$ cat src/rtl/chg_pkg.sv
package chg_pkg;
  localparam int VREF_MV     = 1104;
  localparam int VSTEP_SHIFT = 4;
  localparam int VCEIL_MIN   = 4240;
  localparam int ICEIL_MIN   = 1023;

  function automatic int vceil_mv(input int level);
    case (level)
      0:       return 4240;
      1:       return 4304;
      2:       return 4432;
      3:       return 4512;
      default: return 5504;
    endcase
  endfunction

  function automatic int iceil_ma(input int level);
    case (level)
      0:       return 1023;
      1:       return 2046;
      2:       return 3068;
      default: return 4092;
    endcase
  endfunction

  function automatic int istep_shift(input int level);
    case (level)
      0:       return 0;
      1:       return 1;
      default: return 2;
    endcase
  endfunction
endpackage

$ cat src/rtl/chg_therm_dec.sv
module chg_therm_dec #(
  parameter  int N  = 4,
  localparam int LW = $clog2(N + 1)
) (
  input  logic [N-1:0]  therm,
  output logic [LW-1:0] level,
  output logic          legal
);
  int ones;

  always_comb begin
    ones  = 0;
    legal = 1'b1;
    for (int k = 0; k < N; k++) begin
      if (therm[k]) ones = ones + 1;
    end
    for (int k = 1; k < N; k++) begin
      if (therm[k] && !therm[k-1]) legal = 1'b0;
    end
    level = legal ? LW'(ones) : '0;
  end
endmodule

$ cat src/rtl/chg_vclamp.sv
module chg_vclamp
  import chg_pkg::*;
#(
  parameter int DW = 16,
  parameter int LW = 3
) (
  input  logic [DW-1:0] req,
  input  logic [LW-1:0] level,
  output logic [DW-1:0] setpt,
  output logic          over
);
  localparam logic [DW-1:0] REF = DW'(VREF_MV);

  logic [DW-1:0] ceil_v;
  logic [DW-1:0] quant;
  logic [DW-1:0] chosen;

  always_comb begin
    ceil_v = DW'(vceil_mv(int'(level)));
    quant  = {req[DW-1:VSTEP_SHIFT], {VSTEP_SHIFT{1'b0}}};
    over   = (req > ceil_v);
    chosen = over ? ceil_v : quant;
    setpt  = (req < REF) ? '0 : (chosen - REF);
  end
endmodule

$ cat src/rtl/chg_iclamp.sv
module chg_iclamp
  import chg_pkg::*;
#(
  parameter int DW = 16,
  parameter int LW = 2
) (
  input  logic [DW-1:0] req,
  input  logic [LW-1:0] level,
  output logic [DW-1:0] setpt,
  output logic [DW-1:0] fullscale,
  output logic          over
);
  logic [DW-1:0] mask;

  always_comb begin
    fullscale = DW'(iceil_ma(int'(level)));
    mask      = {DW{1'b1}} << istep_shift(int'(level));
    over      = (req > fullscale);
    setpt     = over ? fullscale : (req & mask);
  end
endmodule

$ cat src/rtl/chg_limit_clamp.sv
module chg_limit_clamp
  import chg_pkg::*;
#(
  parameter  int DW   = 16,
  parameter  int VT_W = 4,
  parameter  int IT_W = 3,
  localparam int VLW  = $clog2(VT_W + 1),
  localparam int ILW  = $clog2(IT_W + 1)
) (
  input  logic            clk,
  input  logic            rst_n,
  input  logic            load,
  input  logic [DW-1:0]   v_req,
  input  logic [DW-1:0]   i_req,
  input  logic [VT_W-1:0] v_sense,
  input  logic [IT_W-1:0] i_sense,
  output logic [DW-1:0]   v_set,
  output logic [DW-1:0]   i_set,
  output logic [DW-1:0]   i_fullscale,
  output logic            v_over,
  output logic            i_over
);
  logic [VLW-1:0] v_level;
  logic [ILW-1:0] i_level;
  logic           v_legal, i_legal;
  logic [DW-1:0]  v_set_c, i_set_c, i_fs_c;
  logic           v_over_c, i_over_c;

  chg_therm_dec #(.N(VT_W)) u_vdec (.therm(v_sense), .level(v_level), .legal(v_legal));
  chg_therm_dec #(.N(IT_W)) u_idec (.therm(i_sense), .level(i_level), .legal(i_legal));

  chg_vclamp #(.DW(DW), .LW(VLW)) u_vclamp (
    .req(v_req), .level(v_level), .setpt(v_set_c), .over(v_over_c)
  );

  chg_iclamp #(.DW(DW), .LW(ILW)) u_iclamp (
    .req(i_req), .level(i_level), .setpt(i_set_c), .fullscale(i_fs_c), .over(i_over_c)
  );

  always_ff @(posedge clk) begin
    if (!rst_n) begin
      v_set       <= '0;
      i_set       <= '0;
      i_fullscale <= '0;
      v_over      <= 1'b0;
      i_over      <= 1'b0;
    end else if (load) begin
      v_set       <= v_set_c;
      i_set       <= i_set_c;
      i_fullscale <= i_fs_c;
      v_over      <= v_over_c;
      i_over      <= i_over_c;
    end
  end

  localparam logic [DW-1:0] REF_W   = DW'(VREF_MV);
  localparam logic [DW-1:0] VTOP_W  = DW'(vceil_mv(VT_W));
  localparam logic [DW-1:0] ILOW_W  = DW'(ICEIL_MIN);
  localparam logic [DW-1:0] I2046_W = DW'(2046);

  p_hold_r10: assert property (@(posedge clk) disable iff (!rst_n)
    !load |=> ($stable(v_set) && $stable(i_set) && $stable(i_fullscale)
               && $stable(v_over) && $stable(i_over)));

  p_below_ref_r7: assert property (@(posedge clk) disable iff (!rst_n)
    (load && v_req < REF_W) |=> (v_set == '0 && !v_over));

  p_above_top_r6: assert property (@(posedge clk) disable iff (!rst_n)
    (load && v_req > VTOP_W) |=> v_over);

  p_vstep_r5: assert property (@(posedge clk) disable iff (!rst_n)
    v_set[VSTEP_SHIFT-1:0] == '0);

  p_iclamp_r9: assert property (@(posedge clk) disable iff (!rst_n)
    i_over |-> (i_set == i_fullscale));

  p_istep_r8: assert property (@(posedge clk) disable iff (!rst_n)
    (i_fullscale > I2046_W) |-> (i_set[1:0] == 2'b00));

  p_bad_code_r4: assert property (@(posedge clk) disable iff (!rst_n)
    (load && !i_legal) |=> (i_fullscale == ILOW_W));
endmodule

$ cat config.mk
export PLATFORM = sky130hd
export DESIGN_NAME = chg_limit_clamp
export DESIGN_NICKNAME = d
export VERILOG_FILES = /design/src/rtl/chg_pkg.sv /design/src/rtl/chg_therm_dec.sv /design/src/rtl/chg_vclamp.sv /design/src/rtl/chg_iclamp.sv /design/src/rtl/chg_limit_clamp.sv
export SDC_FILE = /design/constraint.sdc
export NUM_CORES = 1
export LEC_CHECK = 0
export BUFFER_PORTS_ARGS = -buffer_cell sky130_fd_sc_hd__buf_2
export CORE_ASPECT_RATIO = 0.8
export CORE_MARGIN = 2
export CORE_UTILIZATION = 49
export CTS_CLUSTER_DIAMETER = 40
export DETAILED_ROUTE_END_ITERATION = 8
export GPL_ROUTABILITY_DRIVEN = 1
export HOLD_SLACK_MARGIN = 0.02
export PLACE_DENSITY = 0.88
export SYNTH_ARGS = -nofsm -noshare
export SYNTH_HDL_FRONTEND = slang
export SYNTH_SLANG_ARGS = --single-unit
$ cat constraint.sdc
create_clock -name clk -period 5.4 [get_ports clk]
set_input_delay 0.54 -clock clk [delete_from_list [all_inputs] [get_ports clk]]
set_output_delay 0.54 -clock clk [all_outputs]
set_load 0.02 [all_outputs]
==> out/summary.txt <==
Status: finished, final reports clean
Clock skew: 0 ps
FF-to-FF Start: v_set[8]
Hold Crit Class: reg2reg
WP data arrival: 5020 ps
CP Launch Type: input port
Post-route DRC violation count: 0
Yosys Warn Count: 0
Layout area overhead: 19.6%
Internal power: 0.000454 W
Setup TNS: 0 ps
GR Overflow Total: 0
CTS max path bufs: 2
Largest family of logic cells by synthesized area: simple AND/OR/NAND/NOR gates
RSZ-0062 raised after global routing: no
Seq cells post-synth: 35
Vias in the first global route: 1842
Post-synth EDFFs: 0
Final Critical Period: 4820 ps
RD Place Congestion: 1.03
Pwr Total: 0.000655 W
Clk pwr share: 31.4%
Non-Filler Instances: 405
Post-Syn Area per Cell: 8.38 µm²
Leak: 1.32 nW
Worst hold-check slack: 451 ps
Port-buffer cells: 83
DIE HEIGHT: 65.1 µm
Final slew viol count: 0
Fraction of layout instances using a drive strength above 1: 30.4%
Peak supply drop: 0.167 mV
Synth Flop Type: dfxtp_1
Clock insertion delay at the later pin of the skew report: 280 ps
Resized cells post-CTS: 0
H-tree depth: 2
Post-synthesis simple-gate area fraction: 26.5%
ANT nets after route: 0
Starting Density: 50.4%
Critical path type: in2reg
Synth Area in Adders: 8.75%
Yosys cell types: 59
PwrDens: 239 mW/mm²
Layout Nets: 402
Die Wd: 80.4 µm
Final core occ: 60.2%
R2R depth: 4
Global-route wire length before repair: 8600 µm
Relative slew slack: 55.1%
Switching pwr: 0.000201 W
Clock Tree Root: clkbuf_8
Antenna violations before repair: 0
Logic pwr share: 25.7%
Violation count after the first detailed-route iteration: 148
CTS Hold Buffers Added: 0
Switching Share: 30.7%
Fin crit share: 89.3%
Core area: 0.00454 mm²
# rows: 22
Gr usage total: 21.2%
Reg-to-reg endpoint: v_set[8]
Clk sink count: 35
Peak fanout along the critical path: 11
Hold Path Origin: v_set[14]
Post-synth ARST share: 0%
Largest net degree at the start of global routing: 41
Dpl hpwl: 4160 µm
Worst slew pin tran: 672 ps
Max-Cap Viols: 0
Antenna diode count: 0
Routed WL: 5360 µm
Post-CTS Setup Inserts: 0
Synthesized area: 0.00229 mm²
Post-Synth XOR/XNOR Area: 1.53%
Crit path required time: 5600 ps
Compound-Gate Fraction of Synth Area: 19.7%
Max Clk Rate: 0.207 GHz
Setup violators final: 0
Clock tree from TritonCTS: yes
Cells after DPL: 397
Vias: 2118
Worst Hold Depth: 2
CTS Buf Count: 5
End of the worst hold path: v_set[14]
DR pass1 iterations: 4
Seq/Total Area, Yosys: 30.6%
Final hold vios: 0
Ports: 92
Seq pwr share: 42.9%
Drt via density: 5.23
CP Capture Type: flop
WL/cell: 13.2 µm
Die area: 0.00524 mm²
R2R setup slack: 4600 ps
Clock transition at path regs: 60 ps
Multiplexer share of the synthesized area: 3.06%
Cell count after synthesis: 273
-- through the flow --
step / worst slack (ps) / cell area (µm²)
floorplan: 1140 / 2310
finish: 578 / 2740
global placement: 472 / 2640
CTS: 591 / 2740
detailed placement: 357 / 2640
global route: 106 / 2740
-- worst max-delay path by stage --
stage / startpoint / end / slack [ps] / cells past startpoint
6_report: v_sense[1] / v_set[12] / 580 / 21
5_1_grt: v_sense[1] / v_set[12] / 110 / 21
4_1_cts: v_sense[1] / v_set[12] / 590 / 21
3_5_place_dp: v_sense[1] / v_set[12] / 360 / 21
3_3_place_gp: v_sense[1] / v_set[12] / 470 / 21
2_1_floorplan: v_sense[0] / v_set[12] / 1140 / 23
-- logic make-up after synthesis --
kind of cell,Yosys count
xor gates and xnor gates,4
adders and majority gates,16
other,1
buffers and inverters,40
muxes,7
and+or+nand+nor,103
AOI/OAI and AO/OA,67
DFF,35
-- per-layer routing --
layer  vias to the layer above  wire length [µm]  track usage (%)
met3                         8               394             5.77
met1                       944              2460             29.0
met4                         0                72             7.63
met2                        82              2430             32.2
met5                         -                 0                0
li1                       1084                 -                -
-- Yosys cell counts (all sizes together), types with 3 or more instances --
cell | number | area, µm²
a21oi | 14 | 73.8
a31oi | 7 | 58.8
and2 | 9 | 58.8
and3 | 3 | 23.8
buf | 18 | 139
clkbuf | 8 | 30.0
dfxtp | 35 | 701
ha | 16 | 200
inv | 14 | 52.6
mux2i | 7 | 70.1
nand2 | 21 | 81.3
nand2b | 3 | 26.3
nand3 | 5 | 25.0
nand3b | 5 | 37.5
nand4 | 5 | 31.3
nor2 | 16 | 62.6
nor2b | 12 | 82.6
nor3 | 7 | 40.0
o211ai | 3 | 22.5
o21a | 3 | 22.5
o21ai | 23 | 115
o31ai | 3 | 27.5
or2 | 3 | 18.8
or2b | 3 | 22.5
or3 | 3 | 18.8
xor2 | 4 | 35.0
-- cells in the final DEF, fill, tap and decap left out, drive strengths merged, types with 7 or more instances in the layout --
| cell type | instances |
|---|---|
| buf | 83 |
| dfxtp | 35 |
| o21ai | 23 |
| nand2 | 21 |
| ha | 16 |
| nor2 | 16 |
| inv | 14 |
| a21oi | 14 |
| nor2b | 12 |
| and2 | 9 |
| conb | 8 |
| clkbuf | 8 |
| mux2i | 7 |
| nor3 | 7 |
| a31oi | 7 |
-- power by group through the flow --
stage          clock, W  sequential [W]  combinational (W)
2_1_floorplan         0        0.000305           0.000103
3_3_place_gp          0        0.000286           0.000163
3_5_place_dp          0        0.000287           0.000168
4_1_cts        0.000208        0.000281           0.000169
5_1_grt        0.000219        0.000283           0.000188
6_report       0.000205        0.000281           0.000169
-- worst max-delay path, stage by stage --
cell	delay (ps)
buf_2	160
ha_1	200
nor2b_1	160
or2_2	280
ha_1	300
nand4_1	100
o31a_1	130
nor3_2	130
or2b_1	270
ha_1	300
nor4b_1	250
and4_1	310
or2_0	510
nor2_1	80
a21oi_1	150
ha_1	210
inv_1	70
a21oi_1	230
nand2_1	140
a311o_1	400
o211ai_1	110
-- flip-flops by register name, summed over array words and instances, names as in the netlist --
name	count
i_set	16
i_fullscale	5
v_over	1
i_over	1
v_set	12
-- layout make-up --
cell class | count | area, µm²
Clock buffer | 8 | 100
Fill cell | 395 | 1810
Multi-Input combinational cell | 205 | 1390
Sequential cell | 35 | 701
Tap cell | 60 | 75.1
Inverter | 14 | 52.6
Timing Repair Buffer | 83 | 415
No activity file was read; power rests on OpenSTA's default activity.
